`config.mk`:
```
export PLATFORM = sky130hd
export DESIGN_NAME = instr_cycle_ctrl
export DESIGN_NICKNAME = d
export VERILOG_FILES = /design/src/rtl/icc_pkg.sv /design/src/rtl/icc_control.sv /design/src/rtl/icc_datapath.sv /design/src/rtl/instr_cycle_ctrl.sv
export SDC_FILE = /design/constraint.sdc
export NUM_CORES = 1
export LEC_CHECK = 0
export BUFFER_PORTS_ARGS = -buffer_cell sky130_fd_sc_hd__buf_2
export CAP_MARGIN = 20
export CORE_ASPECT_RATIO = 1.75
export CORE_MARGIN = 10
export CORE_UTILIZATION = 35
export CTS_BUF_LIST = sky130_fd_sc_hd__clkbuf_4 sky130_fd_sc_hd__clkbuf_8 sky130_fd_sc_hd__clkbuf_16
export DETAILED_ROUTE_END_ITERATION = 16
export PLACE_DENSITY = 0.58
export SETUP_SLACK_MARGIN = 0.3
export SYNTH_ARGS = -nofsm -noshare
export SYNTH_HDL_FRONTEND = slang
export SYNTH_SLANG_ARGS = --single-unit
```
`constraint.sdc`:
```
create_clock -name clk -period 3.7 [get_ports clk]
set_input_delay 0.37 -clock clk [delete_from_list [all_inputs] [get_ports clk]]
set_output_delay 0.37 -clock clk [all_outputs]
set_load 0.005 [all_outputs]
```
`src/rtl/icc_pkg.sv`:
```
package icc_pkg;

  localparam logic [2:0] OP_LOAD  = 3'd0;
  localparam logic [2:0] OP_STORE = 3'd1;
  localparam logic [2:0] OP_ADD   = 3'd2;
  localparam logic [2:0] OP_JUMP  = 3'd3;
  localparam logic [2:0] OP_RET   = 3'd4;
  localparam logic [2:0] OP_ENI   = 3'd5;

  localparam logic [1:0] PH_FETCH = 2'd0;
  localparam logic [1:0] PH_IND   = 2'd1;
  localparam logic [1:0] PH_EXEC  = 2'd2;
  localparam logic [1:0] PH_INT   = 2'd3;

  // Strobes from control to datapath, one per register transfer
  typedef struct packed {
    logic marFromPc;
    logic marFromMbr;
    logic marFromEa;
    logic marFromSp;
    logic mbrFromMem;
    logic mbrFromAcc;
    logic mbrFromPc;
    logic irFromMbr;
    logic pcInc;
    logic pcFromEa;
    logic pcFromMbr;
    logic pcFromVec;
    logic spDec;
    logic spInc;
    logic accLoad;
    logic accAdd;
    logic ieSet;
    logic ieClr;
    logic memRd;
    logic memWr;
  } ctl_t;

endpackage

```
`src/rtl/icc_control.sv`:
```
module icc_control
  import icc_pkg::*;
(
  input  logic       clk,
  input  logic       rstN,
  input  logic       irqReq,
  input  logic       ieIn,
  input  logic       mbrIndirect,
  input  logic [2:0] opcode,
  output ctl_t       ctl,
  output logic [1:0] phase
);

  typedef enum logic [3:0] {
    S_F0, S_F1, S_F2, S_F3,
    S_I0, S_I1, S_I2,
    S_E0, S_ERD, S_ECAP, S_EALU, S_EWR, S_CHK,
    S_N0, S_N1, S_N2
  } state_t;

  state_t stateQ, stateD;

  always_ff @(posedge clk) begin
    if (!rstN) stateQ <= S_F0;
    else       stateQ <= stateD;
  end

  always_comb begin
    ctl    = '0;
    stateD = stateQ;
    unique case (stateQ)
      S_F0: begin ctl.marFromPc = 1'b1; stateD = S_F1; end
      S_F1: begin ctl.memRd = 1'b1; ctl.pcInc = 1'b1; stateD = S_F2; end
      S_F2: begin ctl.mbrFromMem = 1'b1; stateD = S_F3; end
      S_F3: begin
        ctl.irFromMbr = 1'b1;
        stateD = mbrIndirect ? S_I0 : S_E0;
      end
      S_I0: begin ctl.marFromMbr = 1'b1; stateD = S_I1; end
      S_I1: begin ctl.memRd = 1'b1; stateD = S_I2; end
      S_I2: begin ctl.mbrFromMem = 1'b1; stateD = S_E0; end
      S_E0: begin
        case (opcode)
          OP_LOAD, OP_ADD: begin ctl.marFromEa = 1'b1; stateD = S_ERD; end
          OP_STORE: begin
            ctl.marFromEa  = 1'b1;
            ctl.mbrFromAcc = 1'b1;
            stateD = S_EWR;
          end
          OP_JUMP: begin ctl.pcFromEa = 1'b1; stateD = S_CHK; end
          OP_RET:  begin ctl.marFromSp = 1'b1; stateD = S_ERD; end
          OP_ENI:  begin ctl.ieSet = 1'b1; stateD = S_CHK; end
          default: stateD = S_CHK;
        endcase
      end
      S_ERD:  begin ctl.memRd = 1'b1; stateD = S_ECAP; end
      S_ECAP: begin ctl.mbrFromMem = 1'b1; stateD = S_EALU; end
      S_EALU: begin
        case (opcode)
          OP_LOAD: ctl.accLoad = 1'b1;
          OP_ADD:  ctl.accAdd  = 1'b1;
          OP_RET: begin
            ctl.pcFromMbr = 1'b1;
            ctl.spInc     = 1'b1;
            ctl.ieSet     = 1'b1;
          end
          default: ;
        endcase
        stateD = S_CHK;
      end
      S_EWR: begin ctl.memWr = 1'b1; stateD = S_CHK; end
      S_CHK: stateD = (ieIn && irqReq) ? S_N0 : S_F0;
      S_N0: begin ctl.mbrFromPc = 1'b1; ctl.spDec = 1'b1; stateD = S_N1; end
      S_N1: begin ctl.marFromSp = 1'b1; stateD = S_N2; end
      S_N2: begin
        ctl.memWr     = 1'b1;
        ctl.pcFromVec = 1'b1;
        ctl.ieClr     = 1'b1;
        stateD = S_F0;
      end
      default: stateD = S_F0;
    endcase
  end

  always_comb begin
    unique case (stateQ)
      S_F0, S_F1, S_F2, S_F3: phase = PH_FETCH;
      S_I0, S_I1, S_I2:       phase = PH_IND;
      S_N0, S_N1, S_N2:       phase = PH_INT;
      default:                phase = PH_EXEC;
    endcase
  end

  // interrupt step only follows a check that saw enable and request
  assert_int_gate_R5: assert property (@(posedge clk) disable iff (!rstN)
    (stateQ == S_N0) |-> $past(ieIn && irqReq));

  // the two memory strobes never overlap
  assert_strobe_excl_R9: assert property (@(posedge clk) disable iff (!rstN)
    !(ctl.memRd && ctl.memWr));

endmodule

```
`src/rtl/icc_datapath.sv`:
```
module icc_datapath
  import icc_pkg::*;
#(
  parameter int unsigned ADDR_W      = 12,
  parameter int unsigned DATA_W      = 16,
  parameter int unsigned VECTOR_ADDR = 'h200,
  parameter int unsigned STACK_TOP   = 'hF00
) (
  input  logic              clk,
  input  logic              rstN,
  input  ctl_t              ctl,
  input  logic [DATA_W-1:0] memRdata,
  output logic [ADDR_W-1:0] memAddr,
  output logic [DATA_W-1:0] memWdata,
  output logic              mbrIndirect,
  output logic [2:0]        opcode,
  output logic [ADDR_W-1:0] pcOut,
  output logic [DATA_W-1:0] accOut,
  output logic              ieOut
);

  localparam int unsigned IND_BIT = DATA_W - 1;
  localparam int unsigned OP_LSB  = DATA_W - 4;
  localparam logic [ADDR_W-1:0] VEC   = ADDR_W'(VECTOR_ADDR);
  localparam logic [ADDR_W-1:0] STACK = ADDR_W'(STACK_TOP);

  logic [ADDR_W-1:0] pcQ, marQ, spQ;
  logic [DATA_W-1:0] mbrQ, irQ, accQ;
  logic              ieQ;
  logic [ADDR_W-1:0] effAddr;

  // Direct: address field of IR; indirect: pointer word now held in MBR
  assign effAddr = irQ[IND_BIT] ? mbrQ[ADDR_W-1:0] : irQ[ADDR_W-1:0];

  always_ff @(posedge clk) begin
    if (!rstN) begin
      pcQ  <= '0;
      marQ <= '0;
      spQ  <= STACK;
      mbrQ <= '0;
      irQ  <= '0;
      accQ <= '0;
      ieQ  <= 1'b0;
    end else begin
      if (ctl.marFromPc)       marQ <= pcQ;
      else if (ctl.marFromMbr) marQ <= mbrQ[ADDR_W-1:0];
      else if (ctl.marFromEa)  marQ <= effAddr;
      else if (ctl.marFromSp)  marQ <= spQ;

      if (ctl.mbrFromMem)      mbrQ <= memRdata;
      else if (ctl.mbrFromAcc) mbrQ <= accQ;
      else if (ctl.mbrFromPc)  mbrQ <= DATA_W'(pcQ);

      if (ctl.irFromMbr) irQ <= mbrQ;

      if (ctl.pcInc)          pcQ <= pcQ + 1'b1;
      else if (ctl.pcFromEa)  pcQ <= effAddr;
      else if (ctl.pcFromMbr) pcQ <= mbrQ[ADDR_W-1:0];
      else if (ctl.pcFromVec) pcQ <= VEC;

      if (ctl.spDec)      spQ <= spQ - 1'b1;
      else if (ctl.spInc) spQ <= spQ + 1'b1;

      if (ctl.accLoad)     accQ <= mbrQ;
      else if (ctl.accAdd) accQ <= accQ + mbrQ;

      if (ctl.ieClr)      ieQ <= 1'b0;
      else if (ctl.ieSet) ieQ <= 1'b1;
    end
  end

  assign memAddr     = marQ;
  assign memWdata    = mbrQ;
  assign mbrIndirect = mbrQ[IND_BIT];
  assign opcode      = irQ[OP_LSB +: 3];
  assign pcOut       = pcQ;
  assign accOut      = accQ;
  assign ieOut       = ieQ;

  // vectoring leaves PC at the handler with interrupts masked
  assert_vector_R6: assert property (@(posedge clk) disable iff (!rstN)
    ctl.pcFromVec |=> (pcQ == VEC && !ieQ));

endmodule

```
`src/rtl/instr_cycle_ctrl.sv`:
```
module instr_cycle_ctrl
  import icc_pkg::*;
#(
  parameter int unsigned ADDR_W      = 12,
  parameter int unsigned DATA_W      = 16,
  parameter int unsigned VECTOR_ADDR = 'h200,
  parameter int unsigned STACK_TOP   = 'hF00
) (
  input  logic              clk,
  input  logic              rstN,
  output logic [ADDR_W-1:0] memAddr,
  output logic [DATA_W-1:0] memWdata,
  input  logic [DATA_W-1:0] memRdata,
  output logic              memRd,
  output logic              memWr,
  input  logic              irqReq,
  output logic [ADDR_W-1:0] pcOut,
  output logic [DATA_W-1:0] accOut,
  output logic              ieOut,
  output logic [1:0]        phaseOut
);

  ctl_t       ctl;
  logic       mbrIndirect;
  logic [2:0] opcode;

  icc_control u_ctrl (
    .clk        (clk),
    .rstN       (rstN),
    .irqReq     (irqReq),
    .ieIn       (ieOut),
    .mbrIndirect(mbrIndirect),
    .opcode     (opcode),
    .ctl        (ctl),
    .phase      (phaseOut)
  );

  icc_datapath #(
    .ADDR_W     (ADDR_W),
    .DATA_W     (DATA_W),
    .VECTOR_ADDR(VECTOR_ADDR),
    .STACK_TOP  (STACK_TOP)
  ) u_dp (
    .clk        (clk),
    .rstN       (rstN),
    .ctl        (ctl),
    .memRdata   (memRdata),
    .memAddr    (memAddr),
    .memWdata   (memWdata),
    .mbrIndirect(mbrIndirect),
    .opcode     (opcode),
    .pcOut      (pcOut),
    .accOut     (accOut),
    .ieOut      (ieOut)
  );

  assign memRd = ctl.memRd;
  assign memWr = ctl.memWr;

  // a read during fetch targets the program counter value
  assert_fetch_addr_R1: assert property (@(posedge clk) disable iff (!rstN)
    (memRd && phaseOut == PH_FETCH) |-> (memAddr == pcOut));

endmodule

```
==> results_dict.tcl, run 1 <==
set metrics [dict create \
    outcome "complete, no violations" \
    setup_viol 0 \
    synth_enable_flop_cells 0 \
    min_period_ps 2980 \
    slew-limit-headroom 0.331 \
    swShare 0.343 \
    synth_top_area_cell "dfxtp_1" \
    via_per_inst 5.75 \
    clock-skew-final_ps 10.4 \
    grt_max_degree 59 \
    worstPathArrival_ps 3180 \
    final_max_slew_viol_count 0 \
    synth_area_leaders "dfxtp_1 (32%), a21oi_1 (9.3%), nand2_1 (6.1%)" \
    io_pins 80 \
    end_kind "flip-flop" \
    crit_path_start_kind "flip-flop" \
    nets 851 \
    die_w_um 116 \
    power_density_nw_per_um2 405 \
    cts_made_buffers 9 \
    worstMarginPinSlew_ps 999 \
    diodes 0 \
    row_count 61 \
    die_area_um2 21700 \
    wl_per_cell_um 19.3 \
    die_h_um 188 \
    fill_cells 1661 \
    routed_wl_mm 19.2 \
    utilization 0.409 \
    synth_flop_cell "dfxtp_1" \
    pwr-share-clk 0.348 \
    period_share 0.804 \
    clkTransAtPathRegs_ps 70 \
    rsz0062_at_grt "no" \
    grtUsageTotal 0.176 \
    intPower_mw 1.72 \
    power_frac_seq 0.439 \
    avgSynthCellArea_um2 7.51 \
    whs_path_depth 3 \
    start_util 0.355 \
    synth-seq-cells 91 \
    crit_type "flip-flop to flip-flop" \
    peakVddDrop_mv 0.197 \
    yosysSeqAreaShare 0.324 \
    final-hold-violation-count 0 \
    clock_latency_ps 350 \
    p_switching_uw 897 \
    cts_buffer_depth 2 \
    timing.rr.start "u_ctrl.stateQ[2]" \
    ant_nets 0 \
    drt_iter0_markers 326 \
    h-tree-depth 3 \
    area_growth_pct 15.2 \
    antenna_found_initial 0 \
    firstDrtPassIters 5 \
    first_global_vias 5606 \
    cts_resized 0 \
    p_leak_nw 2.64 \
    cts_tree "built" \
    clk_root_buffer_cell "clkbuf_16" \
    routabilityCongestion 0.940 \
    drv_cap 0 \
    netlist_instances 748 \
    synth_area_um2 5610 \
    comb_power_share 0.213 \
    ys.warnings.count 0 \
    synth_top_area_share 0.324 \
    io_buffers 79 \
    syn-num-nets 795 \
    reg2reg_setup_slack_ps 720 \
    grt-ovfl-total 0 \
    p_total_mw 2.62 \
    holdPathEnd "u_dp.memWdata[15]" \
    grt_pass1_wl_mm 30.5 \
    vias 5734 \
    timing.rr.end "u_dp.spQ[8]" \
    yosys-top-cells-count "a21oi_1 (104), dfxtp_1 (91), nand2_1 (91)" \
    core_area_um2 15800 \
    fmax_ghz 0.336 \
    synth.lib_cells_used.distinct 59 \
    cts.sinks 91 \
    drc 0 \
    crit_required_ps 3910 \
    hold_path.startpoint "memRdata[15]" \
    synth-async-reset-ratio 0 \
    dp_hpwl_mm 14.7 \
    crit_fanout 14 \
    worst_r2r_path_depth 11 \
    fin_setup_tns_ps 0 \
    synth.most_common_cell "a21oi_1" \
    cts_setup_buffers 0 \
    cts-hold-fix-buffers 0 \
    drive_gt1_frac 0.161 \
    hp-class "primary input to flip-flop" \
    holdWs_ps 280 \
]
==> routing by layer <==
| layer | global-route usage | up-vias | routed length [um] |
|---|---|---|---|
| met3 | 0.0243 | 34 | 735 |
| met1 | 0.195 | 2713 | 7620 |
| met4 | 0.0687 | 0 | 533 |
| met5 | 0 | - | 0 |
| met2 | 0.324 | 156 | 10300 |
| li1 | - | 2831 | - |
==> sequential cells by signal, indices dropped and copies added, names as in the netlist <==
register,cells
u_dp.memWdata,16
u_ctrl.phase,2
u_dp.pcOut,12
u_dp.irQ,16
u_ctrl.stateQ,4
u_dp.accOut,16
u_dp.memAddr,12
u_dp.spQ,12
u_dp.ieOut,1
==> worst max-delay path, cell delays in order, from the launching register on <==
cell      delay [ps]
dfxtp_1          590
nand3_1          290
inv_1            270
buf_4            220
ha_1             270
nor2b_1          150
o21ai_0          220
a21oi_1          140
o21ai_0          300
a21oi_1          130
xnor2_1          160
o211ai_1         100
==> cells in the final DEF, fill, tap and decap left out, types with 6 or more instances in the layout <==
| cell | count |
|---|---|
| buf_2 | 79 |
| nand2b_1 | 6 |
| a21oi_1 | 104 |
| ha_1 | 26 |
| inv_1 | 17 |
| o211ai_1 | 7 |
| a222oi_1 | 6 |
| a21o_1 | 7 |
| a221oi_1 | 6 |
| nand3_1 | 22 |
| nand2_1 | 91 |
| clkbuf_16 | 9 |
| o22ai_1 | 14 |
| buf_4 | 17 |
| nor3_1 | 8 |
| xnor2_1 | 9 |
| a31oi_1 | 7 |
| nor2b_1 | 6 |
| o21ai_0 | 46 |
| xor2_1 | 6 |
| o221ai_1 | 10 |
| mux2i_1 | 15 |
| dfxtp_1 | 91 |
| nor2_1 | 89 |
| a211oi_1 | 30 |
| nand4_1 | 8 |
| or3_1 | 7 |
==> power by group through the flow <==
stage / clock network, mW / registers, mW / logic (mW)
3_3_place_gp: 0 / 1.17 / 0.557
5_1_grt: 0.957 / 1.16 / 0.624
3_5_place_dp: 0 / 1.17 / 0.564
2_1_floorplan: 0 / 1.13 / 0.377
4_1_cts: 0.931 / 1.15 / 0.566
6_report: 0.911 / 1.15 / 0.558
==> per-stage QoR <==
step	area, um2	setup slack (ps)	std cells
finish	6470	724	998
global route	6470	421	998
CTS	6470	751	998
detailed placement	6180	774	982
global placement	6170	834	981
floorplan	5610	885	748
==> how the worst max path moves through the flow <==
stage | startpoint | endpoint | slack, ps | cells past startpoint
2_1_floorplan | u_ctrl.stateQ[2] | u_dp.spQ[9] | 880 | 11
3_3_place_gp | u_ctrl.stateQ[2] | u_dp.spQ[9] | 830 | 10
3_5_place_dp | u_ctrl.stateQ[3] | u_dp.spQ[9] | 770 | 10
4_1_cts | u_ctrl.stateQ[3] | u_dp.spQ[9] | 750 | 10
5_1_grt | u_ctrl.stateQ[3] | u_dp.spQ[8] | 420 | 11
6_report | u_ctrl.stateQ[2] | u_dp.spQ[8] | 720 | 11
==> final cells by class <==
type / count / area (um2) / share of cell area
multi-input cells: 587 / 3520 / 0.545
inverters: 18 / 67.6 / 0.0104
clock inverters: 7 / 58.8 / 0.00909
clock buffers: 9 / 225 / 0.0348
well taps: 189 / 236 / 0.0366
repair buffers: 97 / 534 / 0.0826
flip-flops and latches: 91 / 1820 / 0.282
==> cell families after synthesis <==
logic type      Yosys count  share of synthesized area
mux                      15                     0.0267
fa+ha+maj                29                     0.0669
xor+xnor                 15                     0.0234
flops                    91                      0.324
compound gates          265                      0.295
buf+inv                  70                     0.0517
simple gates            263                      0.212
Power figures use the tool's default switching activity.
==> run 2: changes to the inputs <==
--- a/config.mk
+++ b/config.mk
@@ -5,6 +5,7 @@
 export SDC_FILE = /design/constraint.sdc
 export NUM_CORES = 1
 export LEC_CHECK = 0
+export ABC_AREA = 1
 export BUFFER_PORTS_ARGS = -buffer_cell sky130_fd_sc_hd__buf_2
 export CAP_MARGIN = 20
 export CORE_ASPECT_RATIO = 1.75
@@ -12,7 +13,7 @@
 export CORE_UTILIZATION = 35
 export CTS_BUF_LIST = sky130_fd_sc_hd__clkbuf_4 sky130_fd_sc_hd__clkbuf_8 sky130_fd_sc_hd__clkbuf_16
 export DETAILED_ROUTE_END_ITERATION = 16
-export PLACE_DENSITY = 0.58
+export PLACE_DENSITY = 0.6
 export SETUP_SLACK_MARGIN = 0.3
 export SYNTH_ARGS = -nofsm -noshare
 export SYNTH_HDL_FRONTEND = slang
==> constraint.sdc (replaced) <==
create_clock -name clk -period 2.4 [get_ports clk]
set_input_delay 0.24 -clock clk [delete_from_list [all_inputs] [get_ports clk]]
set_output_delay 0.24 -clock clk [all_outputs]
set_load 0.005 [all_outputs]
==> run 2 against run 1 <==
Compared with the run above: sequential share of layout area fell by 4.2 points; final area increased by 19%; power grew to 2.6 times the previous value; non-clock buffer count increased by 33; worst hold slack worse by 140 ps; clock-buffer cell count grew 1; worst setup slack lost 480 ps; clock power rose by 98%; sequential power increased by 85%; register-to-register slack worse by 480 ps; synthesized area increased by 7.0%; routed wire length up 15%; critical endpoint is now u_dp.spQ[11]; highest routed layer unchanged.
==> results_dict.tcl, run 2 <==
set metrics [dict create \
    timing.rr.start "u_ctrl.stateQ[1]" \
    reg2reg_setup_slack_ps 250 \
    h-tree-depth 3 \
    synth.most_common_cell "nand2_1" \
    cp.buffers_inverters 4 \
    period_share 0.898 \
    clock_latency_ps 360 \
    final_cells 1284 \
    synth_enable_flop_cells 0 \
    cts_made_buffers 9 \
    cp_cell_sequence "inv_4 > nand2_4 > inv_4 > nand2_4 > clkinvlp_4 > buf_6 > ha_4 > a21oi_4 > or2_4 > nand3_4 > nand2_4 > nand2_2 > nand2_2 > nand3_1 > nand3_1" \
    yosysSeqAreaShare 0.303 \
    p_total_mw 6.82 \
    timing.rr.end "u_dp.spQ[11]" \
    drc 0 \
    hp-class "primary input to flip-flop" \
    wl_per_cell_um 17.3 \
    synth_top_area_share 0.303 \
    synth_area_um2 6010 \
    dp_hpwl_mm 17.0 \
    synth-async-reset-ratio 0 \
    drive_gt1_frac 0.214 \
    grt_pass1_wl_mm 34.7 \
    firstDrtPassIters 5 \
    ant_nets 0 \
    hold_path.startpoint "memRdata[7]" \
    crit_path_top_delay_cell "dfxtp_4" \
    syn-num-nets 994 \
    grtUsageTotal 0.186 \
    holdPathEnd "u_dp.memWdata[7]" \
    slew-limit-headroom 0.606 \
    routabilityCongestion 0.954 \
    crit_type "flip-flop to flip-flop" \
    worstPathArrival_ps 2400 \
    io_pins 80 \
    setup_viol 0 \
    cts_tree "built" \
    grt-ovfl-total 0 \
    fmax_ghz 0.464 \
    diodes 0 \
    final-hold-violation-count 0 \
    netlist_instances 947 \
    avgSynthCellArea_um2 6.34 \
    nets 1099 \
    fin_setup_tns_ps 0 \
    clk_root_buffer_cell "clkbuf_16" \
    io_buffers 79 \
    whs_path_depth 3 \
    synth_area_leaders "dfxtp_1 (30%), nand2_1 (14%), a21oi_1 (11%)" \
    critPathMaxStageDelay_ps 370 \
    cts.sinks 91 \
    fill_cells 1830 \
    p_leak_nw 3.67 \
    crit_required_ps 2650 \
    synth-seq-cells 91 \
    rsz0062_at_grt "yes" \
    routed_wl_mm 22.2 \
    crit_path_start_kind "flip-flop" \
    crit_fanout 8 \
    drt_iter0_markers 320 \
    peakVddDrop_mv 0.409 \
    clock-skew-final_ps 10.6 \
    antenna_found_initial 0 \
    power_density_nw_per_um2 889 \
    grt_max_degree 30 \
    vias 6663 \
    row_count 63 \
    ys.warnings.count 0 \
    finalInstanceArea_um2 7670 \
    outcome "complete, no violations" \
    dpl_cell_area_um2 6760 \
    layout_commonest_cell "nand2_1" \
    cts_buffer_depth 2 \
    synth_top_area_cell "dfxtp_1" \
    die_h_um 193 \
    area_growth_pct 27.6 \
    utilization 0.452 \
    synth.lib_cells_used.distinct 39 \
    worstMarginPinSlew_ps 589 \
    start_util 0.355 \
    clkTransAtPathRegs_ps 70 \
    die_w_um 119 \
    via_per_inst 5.19 \
    drv_cap 0 \
    crit_family "simple AND/OR/NAND/NOR gates" \
    yosys-top-cells-count "nand2_1 (224), a21oi_1 (134), inv_1 (114)" \
    first_global_vias 6732 \
    end_kind "flip-flop" \
    final_max_slew_viol_count 0 \
    worst_r2r_path_depth 15 \
    final_cell_mix "nand2_1 (212), a21oi_1 (129), inv_1 (110), o21ai_0 (105), dfxtp_1 (86)" \
    die_area_um2 23000 \
    min_period_ps 2150 \
    synth_flop_cell "dfxtp_1" \
    core_area_um2 16900 \
    path_common_cell "nand2_4" \
    dp.cells 1246 \
]
run 2: cell types whose count changed after synthesis, sizes merged, moves of 24 or more:
cell    previous run  this run
nand3             22        60
a211oi            30         1
nand2             92       226
inv               18       125
o21ai             47       118
nor2              89        65
a21oi            104       135
run 2: kinds of logic after synthesis:
| family | count (synthesis) | share of synthesized area |
|---|---|---|
| DFF | 91 | 0.303 |
| adders and majority gates | 28 | 0.0608 |
| xor gates and xnor gates | 12 | 0.0175 |
| buffers and inverters | 161 | 0.107 |
| and+or+nand+nor | 374 | 0.266 |
| AOI/OAI and AO/OA | 281 | 0.246 |
run 2: worst max-delay path by stage:
stage / startpoint / to / depth (start not counted)
after global placement: u_ctrl.stateQ[1] / u_dp.spQ[7] / 15
after detailed placement: u_ctrl.stateQ[1] / u_dp.spQ[11] / 16
final: u_ctrl.stateQ[1] / u_dp.spQ[11] / 15
after CTS: u_ctrl.stateQ[3] / u_dp.spQ[11] / 14
after global routing: u_ctrl.stateQ[1] / u_dp.spQ[11] / 16
after floorplan: u_ctrl.stateQ[1] / u_dp.spQ[11] / 14
run 2: area by class of cell:
class / instances / area [um2] / share of cell area
tap: 227 / 284 / 0.0370
clock inverter: 6 / 136 / 0.0178
clock buffer: 10 / 233 / 0.0304
inverter: 125 / 483 / 0.0630
sequential: 91 / 1840 / 0.239
timing repair buffer: 130 / 821 / 0.107
multi-input combinational: 695 / 3870 / 0.505
run 2: worst register-to-register path, cell delays in order (launching register included):
cell	delay, ps
dfxtp_4	370
inv_4	50
nand2_4	60
inv_4	40
nand2_4	60
clkinvlp_4	220
buf_6	200
ha_4	300
a21oi_4	70
or2_4	240
nand3_4	110
nand2_4	70
nand2_2	70
nand2_2	50
nand3_1	80
nand3_1	70
run 2: report_power, final:
part / leakage [nW] / internal (mW) / total, mW / switching [mW]
sequential: 0.743 / 1.83 / 2.13 / 0.293
clock: 0.177 / 1.14 / 1.80 / 0.658
combinational: 2.75 / 0.987 / 2.89 / 1.91
total: 3.67 / 3.96 / 6.82 / 2.86
run 2: layer usage:
layer  share of wire  wire length, um  global-route usage
met5               0                0                   0
met4           0.056             1250               0.120
met3           0.028              617              0.0184
met2            0.55            12200               0.355
met1            0.37             8140               0.184
run 2: metrics by stage:
step | hold slack, ps | setup slack, ps
finish | 140 | 245
global route | 164 | 129
CTS | 131 | 307
detailed placement | 435 | 46.5
global placement | 431 | 82.3
floorplan | 409 | 268
run 2: what timing repair did:
| action | 4_1_cts | 5_1_grt |
|---|---|---|
| resized for setup | 28 | 52 |
| hold buffers | 0 | 0 |
| endpoints found under the setup margin | 8 | 16 |
| pin swaps | 7 | 25 |
| buffers inserted | 12 | 10 |
